## config.mk

```make
export PLATFORM = sky130hd
export DESIGN_NAME = wp_guard
export DESIGN_NICKNAME = d
export VERILOG_FILES = /design/src/rtl/wp_guard_pkg.sv /design/src/rtl/wp_latch_ctrl.sv /design/src/rtl/wp_status_reg.sv /design/src/rtl/wp_zone_decode.sv /design/src/rtl/wp_guard.sv
export SDC_FILE = /design/constraint.sdc
export NUM_CORES = 1
export LEC_CHECK = 0
export BUFFER_PORTS_ARGS = -buffer_cell sky130_fd_sc_hd__buf_2
export CAP_MARGIN = 15
export CORE_AREA = 2 2 39 41
export DETAILED_ROUTE_END_ITERATION = 8
export DIE_AREA = 0 0 41 43
export GPL_ROUTABILITY_DRIVEN = 0
export PLACE_DENSITY_LB_ADDON = 0.05
export SETUP_SLACK_MARGIN = 0.4
export SYNTH_ARGS = -nofsm -noshare
export SYNTH_HDL_FRONTEND = slang
export SYNTH_HIERARCHICAL = 1
export SYNTH_SLANG_ARGS = --single-unit
```

## constraint.sdc

```tcl
create_clock -name clk -period 1.3 [get_ports clk]
set_clock_uncertainty 0.1 [all_clocks]
set_input_delay 0.065 -clock clk [delete_from_list [all_inputs] [get_ports clk]]
set_output_delay 0.065 -clock clk [all_outputs]
set_load 0.1 [all_outputs]
```

## src/rtl/wp_guard_pkg.sv

```systemverilog
package wp_guard_pkg;

    // write-enable latch state and chip-select session tracking
    typedef struct packed {
        logic wel;      // write-enable latch
        logic wr_seen;  // a write attempt happened in this session
        logic pin_lat;  // pin value captured at session start
    } latch_st_t;

    // software-visible protection fields
    typedef struct packed {
        logic       lock;
        logic [1:0] zone;
    } prot_st_t;

    localparam int STAT_LOCK_BIT = 7;
    localparam int STAT_ZONE_HI  = 3;
    localparam int STAT_ZONE_LO  = 2;
    localparam int STAT_WEL_BIT  = 1;

    function automatic logic [7:0] pack_status(prot_st_t p, logic wel);
        logic [7:0] s;
        s = '0;
        s[STAT_LOCK_BIT]              = p.lock;
        s[STAT_ZONE_HI:STAT_ZONE_LO]  = p.zone;
        s[STAT_WEL_BIT]               = wel;
        return s;
    endfunction

endpackage

```

## src/rtl/wp_latch_ctrl.sv

```systemverilog
module wp_latch_ctrl
    import wp_guard_pkg::*;
#(
    parameter logic PIN_RST = 1'b1
) (
    input  logic clk,
    input  logic rst_n,
    input  logic cs_fall,
    input  logic cs_rise,
    input  logic cmd_wren,
    input  logic cmd_wrdi,
    input  logic wr_attempt,
    input  logic wp_n,
    output logic wel,
    output logic pin_lat
);

    latch_st_t st_d, st_q;

    always_comb begin
        st_d = st_q;
        if (cs_fall) begin
            st_d.pin_lat = wp_n;
            st_d.wr_seen = 1'b0;
        end
        if (wr_attempt) begin
            st_d.wr_seen = 1'b1;
        end
        if (cs_rise && st_q.wr_seen) begin
            st_d.wel     = 1'b0;
            st_d.wr_seen = 1'b0;
        end
        if (cmd_wren) begin
            st_d.wel = 1'b1;
        end
        if (cmd_wrdi) begin
            st_d.wel = 1'b0;
        end
    end

    always_ff @(posedge clk or negedge rst_n) begin
        if (!rst_n) begin
            st_q <= '{wel: 1'b0, wr_seen: 1'b0, pin_lat: PIN_RST};
        end else begin
            st_q <= st_d;
        end
    end

    assign wel     = st_q.wel;
    assign pin_lat = st_q.pin_lat;

endmodule

```

## src/rtl/wp_status_reg.sv

```systemverilog
module wp_status_reg
    import wp_guard_pkg::*;
#(
    parameter logic       INIT_LOCK = 1'b0,
    parameter logic [1:0] INIT_ZONE = 2'b00
) (
    input  logic       clk,
    input  logic       rst_n,
    input  logic       wel,
    input  logic       pin_lat,
    input  logic       sr_wr_req,
    input  logic [7:0] sr_wr_data,
    output logic       sr_wr_ok,
    output prot_st_t   prot
);

    prot_st_t prot_d, prot_q;
    logic     pin_guard;

    // the pin only matters while the lock bit is set
    assign pin_guard = prot_q.lock & ~pin_lat;
    assign sr_wr_ok  = wel & ~pin_guard;

    always_comb begin
        prot_d = prot_q;
        if (sr_wr_req && sr_wr_ok) begin
            prot_d.lock = sr_wr_data[STAT_LOCK_BIT];
            prot_d.zone = sr_wr_data[STAT_ZONE_HI:STAT_ZONE_LO];
        end
    end

    always_ff @(posedge clk or negedge rst_n) begin
        if (!rst_n) begin
            prot_q <= '{lock: INIT_LOCK, zone: INIT_ZONE};
        end else begin
            prot_q <= prot_d;
        end
    end

    assign prot = prot_q;

endmodule

```

## src/rtl/wp_zone_decode.sv

```systemverilog
module wp_zone_decode #(
    parameter int ADDR_W = 15
) (
    input  logic [1:0]        zone,
    input  logic [ADDR_W-1:0] addr,
    input  logic              wel,
    output logic              mem_wr_ok
);

    localparam int TOP = ADDR_W - 1;

    logic hit;

    generate
        if (ADDR_W >= 2) begin : g_wide
            always_comb begin
                unique case (zone)
                    2'b00:   hit = 1'b0;
                    2'b01:   hit = &addr[TOP -: 2];
                    2'b10:   hit = addr[TOP];
                    default: hit = 1'b1;
                endcase
            end
        end else begin : g_narrow
            always_comb begin
                unique case (zone)
                    2'b00:   hit = 1'b0;
                    2'b01:   hit = 1'b0;
                    2'b10:   hit = addr[TOP];
                    default: hit = 1'b1;
                endcase
            end
        end
    endgenerate

    assign mem_wr_ok = wel & ~hit;

endmodule

```

## src/rtl/wp_guard.sv

```systemverilog
module wp_guard
    import wp_guard_pkg::*;
#(
    parameter int         ADDR_W    = 15,
    parameter logic       INIT_LOCK = 1'b0,
    parameter logic [1:0] INIT_ZONE = 2'b00
) (
    input  logic              clk,
    input  logic              rst_n,
    input  logic              cs_fall,
    input  logic              cs_rise,
    input  logic              cmd_wren,
    input  logic              cmd_wrdi,
    input  logic              sr_wr_req,
    input  logic [7:0]        sr_wr_data,
    input  logic              mem_wr_chk,
    input  logic [ADDR_W-1:0] mem_addr,
    input  logic              wp_n,
    output logic              mem_wr_ok,
    output logic              sr_wr_ok,
    output logic [7:0]        status_byte
);

    logic     wel;
    logic     pin_lat;
    logic     wr_attempt;
    prot_st_t prot;

    assign wr_attempt = mem_wr_chk | sr_wr_req;

    wp_latch_ctrl #(
        .PIN_RST (1'b1)
    ) u_latch (
        .clk        (clk),
        .rst_n      (rst_n),
        .cs_fall    (cs_fall),
        .cs_rise    (cs_rise),
        .cmd_wren   (cmd_wren),
        .cmd_wrdi   (cmd_wrdi),
        .wr_attempt (wr_attempt),
        .wp_n       (wp_n),
        .wel        (wel),
        .pin_lat    (pin_lat)
    );

    wp_status_reg #(
        .INIT_LOCK (INIT_LOCK),
        .INIT_ZONE (INIT_ZONE)
    ) u_stat (
        .clk        (clk),
        .rst_n      (rst_n),
        .wel        (wel),
        .pin_lat    (pin_lat),
        .sr_wr_req  (sr_wr_req),
        .sr_wr_data (sr_wr_data),
        .sr_wr_ok   (sr_wr_ok),
        .prot       (prot)
    );

    wp_zone_decode #(
        .ADDR_W (ADDR_W)
    ) u_zone (
        .zone      (prot.zone),
        .addr      (mem_addr),
        .wel       (wel),
        .mem_wr_ok (mem_wr_ok)
    );

    assign status_byte = pack_status(prot, wel);

endmodule

```

# After elaboration in Yosys (flattened, before gate mapping)
# Index checks and enable logic that the tools add are counted.
[totals]
reg_bits = 6
input_bits = 32
output_inout_bits = 10
word_cells = 26
[classes]
eq_ne = 2
n_mux = 6
bitwise_logic = 7
n_reduce_logical = 6
[ops]
columns = ["operator", "n"]
rows = [
  ["nonzero test 3 bit", 2],
  ["two-way mux 2 bit", 2],
  ["AND 1 bit", 3],
  ["two-way mux 1 bit", 3],
  ["NOT 1 bit", 3],
  ["case mux 1 bit (3 select lines)", 1],
  ["== test 2 x 1 -> 1 bit (second input constant)", 1],
  ["== test 2 bit (second input constant)", 1],
  ["logical AND 1 bit", 2],
  ["logical NOT 2 bit", 1],
  ["AND reduction 2 bit", 1],
  ["bitwise OR 1 bit", 1],
]

# Longest topological paths before layout
# Gate-level depths: netlist of run 1.
[logic_depth]
word_depth = 5
depth_mapped = 3
ltp_nobuf = 3

# Hierarchy
# The synthesis of run 1 kept the hierarchy.
[modules_own_cells]
columns = ["mod", "n_inst", "cells_per_inst", "area_per_inst_um2", "seq_area_each_um2"]
rows = [
  ["wp_status_reg", 1, 11, 136.4, 75.1],
  ["wp_latch_ctrl", 1, 8, 120.1, 76.3],
  ["wp_guard", 1, 7, 47.5, 0.0],
  ["wp_zone_decode", 1, 3, 16.3, 0.0],
]

# Least setup slack after synthesis of run 1
# Ideal clock, no wire load.
[synth_timing]
kind = "register to output"
from = "register u_stat.prot_q (netlist bit u_stat/prot[2])"
to = "output port sr_wr_ok"
t_arrival_ps = 3085
t_required_ps = 1135
path_slack_ps = -1950
path_stages_with_launch = 2
n_path_buf = 0
path_cell_list = "dfrtp_1 -> a21boi_0"
[synth_via]
elab_chain_cells = 3
[synth_lines]
columns = ["item", "line", "text"]
rows = [
  ["start, declared", "wp_status_reg.sv:17", "prot_st_t prot_d, prot_q;"],
  ["start signal, assigned", "wp_status_reg.sv:34", "prot_q <= '{lock: INIT_LOCK, zone: INIT_ZONE};"],
  ["start signal, assigned", "wp_status_reg.sv:36", "prot_q <= prot_d;"],
  ["AND 1 bit", "wp_status_reg.sv:21", "assign pin_guard = prot_q.lock & ~pin_lat;"],
  ["NOT 1 bit", "wp_status_reg.sv:22", "assign sr_wr_ok = wel & ~pin_guard;"],
  ["AND 1 bit", "wp_status_reg.sv:22", ""],
  ["end, declared", "wp_guard.sv:20", "output logic sr_wr_ok,"],
]
# No other way between the ends.

# Worst setup path in the final report of run 1
[layout_timing]
from = "register u_latch.st_q (netlist bit u_latch/pin_lat)"
to = "output port sr_wr_ok"
[layout_via]
elab_chain_cells = 4
[layout_lines]
columns = ["item", "line", "text"]
rows = [
  ["start, declared", "wp_latch_ctrl.sv:18", "latch_st_t st_d, st_q;"],
  ["start signal, assigned", "wp_latch_ctrl.sv:43", "st_q <= '{wel: 1'b0, wr_seen: 1'b0, pin_lat: PIN_RST};"],
  ["start signal, assigned", "wp_latch_ctrl.sv:45", "st_q <= st_d;"],
  ["NOT 1 bit", "wp_status_reg.sv:21", ""],
  ["AND 1 bit", "wp_status_reg.sv:21", ""],
  ["NOT 1 bit", "wp_status_reg.sv:22", ""],
  ["AND 1 bit", "wp_status_reg.sv:22", ""],
]
# No other way between the ends.

==> results of run 1 <==
==> layout make-up <==
| cell class | instances | area [sq um] |
|---|---|---|
| Fill cell | 124 | 644 |
| Timing Repair Buffer | 36 | 352 |
| Multi-Input combinational cell | 20 | 178 |
| Tap cell | 16 | 20.0 |
| Sequential cell | 6 | 160 |
| Clock buffer | 4 | 26.3 |
| Inverter | 1 | 3.75 |
==> stage by stage <==
step | hold WS [ps] | cell area [sq um] | setup WS, ps | cells
detailed placement | -201 | 543 | -30.7 | 66
floorplan | -331 | 360 | -109 | 32
global route | -47.9 | 739 | -168 | 83
CTS | -48.9 | 728 | -149 | 82
finish | -38.0 | 739 | -125 | 83
global placement | -206 | 543 | -31.3 | 66
==> layer usage <==
metal | up-vias | track usage (%) | part of all wire [%]
met1 | 161 | 11.5 | 36
met4 | 0 | 10.0 | 0
met2 | 20 | 21.6 | 54
met5 | - | 0 | 0
li1 | 170 | - | -
met3 | 0 | 3.14 | 10
==> cell families after synthesis <==
| group | after synthesis | share of synthesized area, % |
|---|---|---|
| compound gates | 7 | 18.0 |
| flops | 6 | 47.3 |
| simple gates | 6 | 10.2 |
| buf+inv | 6 | 12.9 |
| mux | 3 | 10.5 |
| other cells | 1 | 1.17 |
==> what timing repair did <==
| item | in CTS | in global routing |
|---|---|---|
| endpoints found under the setup margin | 11 | 11 |
| pin swaps | 4 | 3 |
| buffers inserted | 7 | 1 |
| hold endpoints to repair | 12 | 4 |
| resized for setup | 15 | 1 |
==> worst max-delay path, stage by stage, from the launching register on <==
cell	delay, ps
dfstp_2	540
inv_2	40
buf_6	110
a21boi_4	140
buf_12	190
==> flip-flops by register name, summed over array words and instances, names as in the netlist <==
| signal | cells |
|---|---|
| u_latch/wel | 1 |
| u_stat/prot | 3 |
| u_latch/st_q | 1 |
| u_latch/pin_lat | 1 |
==> path summary, 6_finish.rpt <==
path | depth (start not counted) | slack (ps) | end
min in group asynchronous | 2 | 60 | u_latch/st_q[1]$_DFFE_PN0P_
worst min-delay path | 2 | -40 | u_stat/prot[1]$_DFFE_PN0P_
max in group asynchronous | 2 | 810 | u_latch/pin_lat$_DFFE_PN1P_
worst max-delay path | 4 | -130 | sr_wr_ok
worst max register to register | 4 | -80 | u_stat/prot[1]$_DFFE_PN0P_
worst min register to register | 1 | 390 | u_latch/st_q[1]$_DFFE_PN0P_
==> layout by cell type (no fill, tap or decap), types with 2 or more instances in the layout <==
| cell | n |
|---|---|
| buf_2 | 13 |
| buf_6 | 7 |
| buf_12 | 6 |
| dlygate4sd3_1 | 5 |
| buf_4 | 5 |
| conb_1 | 4 |
| clkbuf_4 | 3 |
| dfrtp_1 | 2 |
| mux2_4 | 2 |
| nand3_1 | 2 |
| dfrtp_4 | 2 |
==> synthesized netlist by cell type <==
cell type and instances:
nand3_1 2, o21ai_1 1, a32o_1 1, a21oi_2 1
inv_1 1, or2_1 1, o21ba_2 1, mux2_2 3
a2bb2oi_1 1, nor2b_1 1, and3_1 1, dfrtp_1 5
a21boi_0 2, conb_1 1, nand2_1 1, dfstp_2 1
buf_4 5
==> power by group <==
group	internal [mW]	switching, mW	total (mW)
Combinational	0.292	0.408	0.699
Clock	0.117	0.0721	0.189
Sequential	0.236	0.0381	0.274
==> results.cfg, run 1 <==
[timing]
fin_crit_sh_pct = 110
fin_crit_ps = 1430
finalSetupViolCount = 4
report.final.slew_viol_count = 0
fin_setup_tns_ps = -390
clock.fmax_mhz = 702
setup_ws_ps = -125
hold_violations = 3
hold-worst-slack_ps = -38.0
rsz0062_at_grt = true

[setup_path]
reg2reg_from = u_latch/pin_lat$_DFFE_PN1P_
critical_path_arrival_ps = 1260
cp-start-kind = flip-flop
cp-end-kind = primary output
path_max_fanout = 2
path_class = flip-flop to primary output
startpoint = u_latch/pin_lat$_DFFE_PN1P_
crit_required_ps = 1130

[power]
cellPowerDensity_nw_per_um2 = 1570
peakVddDrop_uv = 684
p_leak_nw = 0.345
p_total_mw = 1.16

[yosys]
syn_inst = 29
avgSynthCellArea_sq_um = 11.0
yosysTopAreaCell = dfrtp_1
ys_warn_count = 6
netlist-cell-type-count = 17
yosysSeqAreaShare_pct = 47.3
synthTopCellsByArea = dfrtp_1 39%, buf_4 12%, mux2_2 11%
synth_top_area_share_pct = 39.1
synth-seq-cells = 6
synthesis.area_sq_um = 320

[finish]
final_util_pct = 53.4
drive_above_1_share_pct = 71.6
final_net_count = 100
diodes = 0
area_growth_syn_to_layout_pct = 131

[floorplan]
dieArea_sq_um = 1760
die_w_um = 41
die_y_um = 43
core-area_sq_um = 1380
io-pin-count = 42
start_util_pct = 23.1
fp-row-count = 14

[global_route]
gr-total-overflow = 0
antenna_found_initial = 0
grtUsageTotal_pct = 12.6
grt_max_degree = 7
grt_pass1_vias = 363
grt_pass1_wl_mm = 1.38

[clock_network]
cts_tree = yes
clkLatencyLatePin_ps = 240
ctsLongestPathBuffers = 2
cts_sinks = 6
htreeDepth = 1
cts_buffers = 3
clock-root-buffer = clkbuf_4
path_clk_slew_ps = 50
ctsHoldBuffers = 5

[placed_design]
place.port_buffers = 19
dpl.hpwl_um = 625

[outcome]
status = complete, but fails checks
violations = negative hold slack, negative setup slack

[hold_path]
min_from = sr_wr_data[3]
worst_hold_path_type = input port to flip-flop

[routing]
vias_per_cell = 4.23
wl_per_cell_um = 10.9
dr.pass1.iters = 2
drtIter0Drc = 3
postRouteAntennaNets = 0
drc = 0
routed_wl_um = 901
vias = 351

[flow_run]
drv_cap = 0
(Power assumes the default switching activity.)
==> inputs of run 2 (changes only) <==
ABC_AREA = 1   (was unset)
CORE_AREA = unset   (was 2 2 39 41)
CORE_UTILIZATION = 27   (was unset)
DIE_AREA = unset   (was 0 0 41 43)
==> run 2 against run 1 <==
The flow finishes with violations (negative setup slack). Clock power hardly changed. Setup slack better by 92 ps. Synthesized cell count is 62% higher. Combinational power is 8.7% lower. Clock-buffer cell count stayed put. Area after synthesis is 9.4% higher. Die area is 18% lower. Routed wire length is 8.5% lower. Via count is 8.3% higher. Critical endpoint is now mem_wr_ok. Largest cell class unchanged. Highest routed layer is now met4.
==> results.cfg, run 2 <==
[outcome]
status = complete, but fails checks
violations = negative setup slack

[placed_design]
place.port_buffers = 19
dp_worst_setup_slack_ps = 166
dpl.hpwl_um = 552

[finish]
final_net_count = 115
largest_reg_flops = 3
mostFrequentLayoutCells = 13 x nand2_1, 13 x buf_2, 9 x dlygate4sd3_1, 6 x buf_12, 5 x inv_1
area_growth_syn_to_layout_pct = 112
diodes = 0
drive_above_1_share_pct = 51.2
fill_cells = 95

[global_route]
antenna_found_initial = 0
grtUsageTotal_pct = 13.5
gr-total-overflow = 0
grt_pass1_vias = 317
grt_max_degree = 7
grt_pass1_wl_mm = 1.27

[routing]
routed_wl_um = 824
drc = 0
vias_per_cell = 3.96
drtIter0Drc = 3
postRouteAntennaNets = 0
wl_per_cell_um = 8.58
dr.pass1.iters = 3
vias = 380

[timing]
report.final.slew_viol_count = 0
rsz0062_at_grt = true
clock.fmax_mhz = 750
fin_crit_sh_pct = 103
hold_violations = 0
fin_crit_ps = 1330
setup_ws_ps = -33.0
finalSetupViolCount = 2

[setup_path]
critical_path_arrival_ps = 1170
path_max_fanout = 3
reg2reg_from = u_latch/pin_lat$_DFFE_PN1P_
path_class = flip-flop to primary output
startpoint = u_stat/prot[0]$_DFFE_PN0P_
cp-end-kind = primary output
crit_required_ps = 1130
cp-start-kind = flip-flop

[floorplan]
io-pin-count = 42
die_w_um = 38.0
start_util_pct = 30.3
fp-row-count = 12
core-area_sq_um = 1160
die_y_um = 38.0
dieArea_sq_um = 1450

[yosys]
synthMostInstantiatedCell = nand2_1
synth_compound_area_share_pct = 4.29
yosysTopAreaCell = dfrtp_1
syn_inst = 47
ys_warn_count = 6
synthMuxAreaShare_pct = 0
synth-simple-area-share_pct = 33.2
synth_top_area_share_pct = 35.7
yosysSeqAreaShare_pct = 43.2
synth_ff_type = dfrtp_1
async_flop_share_pct = 100
netlist-cell-type-count = 14
synth_edf_count = 0
synthTopCellsByArea = dfrtp_1 36%, nand2_1 16%, buf_4 11%
synth-seq-cells = 6
avgSynthCellArea_sq_um = 7.45
synth_top_family_by_area = simple AND/OR/NAND/NOR gates
synth_xor_area_share_pct = 0
synthAdderAreaFrac_pct = 0
synthesis.area_sq_um = 350
yosys-top-cells-count = 15 x nand2_1, 6 x inv_1, 5 x buf_4, 5 x dfrtp_1, 4 x nor2_1

[hold_path]
worst_hold_path_type = input port to flip-flop
min_from = sr_wr_req

[clock_network]
htreeDepth = 1
cts_sinks = 6
path_clk_slew_ps = 50
ctsLongestPathBuffers = 2
cts_buffers = 3
cts_tree = yes
clkLatencyLatePin_ps = 250
clock-root-buffer = clkbuf_4

[power]
intPower_mw = 0.585
netSwitchingPower_mw = 0.529
comb_power_share_pct = 57.3
p_leak_nw = 0.380
cellPowerDensity_nw_per_um2 = 1500
pwr-share-seq_pct = 25.7
p_clk_share_pct = 17.0
p_total_mw = 1.11
power_switching_share_pct = 47.5
peakVddDrop_uv = 573

[flow_run]
drv_cap = 0
## run 2: cell count changes in the layout (fill, tap and decap cells not counted), sizes merged, moves of 3 or more
cell         delta
mux2            -3
nand4           +3
inv             +6
dlygate4sd3     +4
nand2          +15
nor2            +4
buf             -7
## run 2: through the flow
stage / instances / TNS, ps / area, sq um / hold slack, ps / utilization, %
finish: 96 / -49.4 / 743 / 40.7 / 64.3
CTS: 95 / -72.6 / 718 / 11.1 / 62.1
floorplan: 50 / -263 / 405 / -331 / -
global route: 96 / -150 / 743 / 35.3 / 64.3
global placement: 79 / 0 / 559 / -203 / 48.4
detailed placement: 79 / 0 / 559 / -206 / 48.4
## run 2: path summary, 6_finish.rpt
| kind | cells past startpoint | endpoint | slack (ps) |
|---|---|---|---|
| worst max-delay path | 4 | mem_wr_ok | -30 |
| worst min-delay path | 3 | u_stat/prot[1]$_DFFE_PN0P_ | 40 |
| worst max register to register | 6 | u_stat/prot[2]$_DFFE_PN0P_ | 120 |
| worst min register to register | 2 | u_latch/pin_lat$_DFFE_PN1P_ | 370 |
| max in group asynchronous | 2 | u_latch/pin_lat$_DFFE_PN1P_ | 810 |
| min in group asynchronous | 2 | u_stat/prot[0]$_DFFE_PN0P_ | 70 |
## run 2: logic make-up (layout without fill, tap and decap cells)
group | Yosys count | in the layout
flip-flops | 6 | 6
other | 1 | 4
AO/OA/AOI/OAI | 2 | 2
AND/OR/NAND/NOR | 26 | 26
buffers and inverters | 12 | 44
## run 2: routing by layer
layer  part of all wire [%]  vias to the layer above  global-route usage (%)  wire length, um
met5                      0                        -                       0                0
met4                    2.2                        0                    10.7               18
met3                    6.6                        2                    5.23               54
met2                     47                       20                    20.8              384
met1                     44                      151                    14.7              366
li1                       -                      207                       -                -
## run 2: worst max-delay path, stage by stage (launching register included)
cell	delay, ps
dfrtp_4	490
nand3_2	70
nand2_2	60
nor2_4	120
buf_12	180
## run 2: cell type report
| class | count | area, sq um | share of cell area, % |
|---|---|---|---|
| Inverter | 7 | 26.3 | 3.54 |
| Sequential cell | 6 | 161 | 21.7 |
| Timing Repair Buffer | 33 | 317 | 42.6 |
| Clock buffer | 4 | 26.3 | 3.54 |
| Multi-Input combinational cell | 32 | 195 | 26.3 |
| Tap cell | 14 | 17.5 | 2.36 |
## run 2: power groups by stage
stage               sequential (mW)  clock (mW)  combinational (mW)
floorplan                     0.455           0               0.212
global placement              0.287           0               0.538
detailed placement            0.287           0               0.540
CTS                           0.281       0.200               0.616
global route                  0.293       0.215               0.662
finish                        0.286       0.190               0.638
## run 2: timing repair
item	4_1_cts	5_1_grt
buffers inserted	3	1
gates resized for setup	7	4
hold buffers	9	0
endpoints found under the hold margin	12	0
pin swaps	1	1
endpoints found under the setup margin	10	10
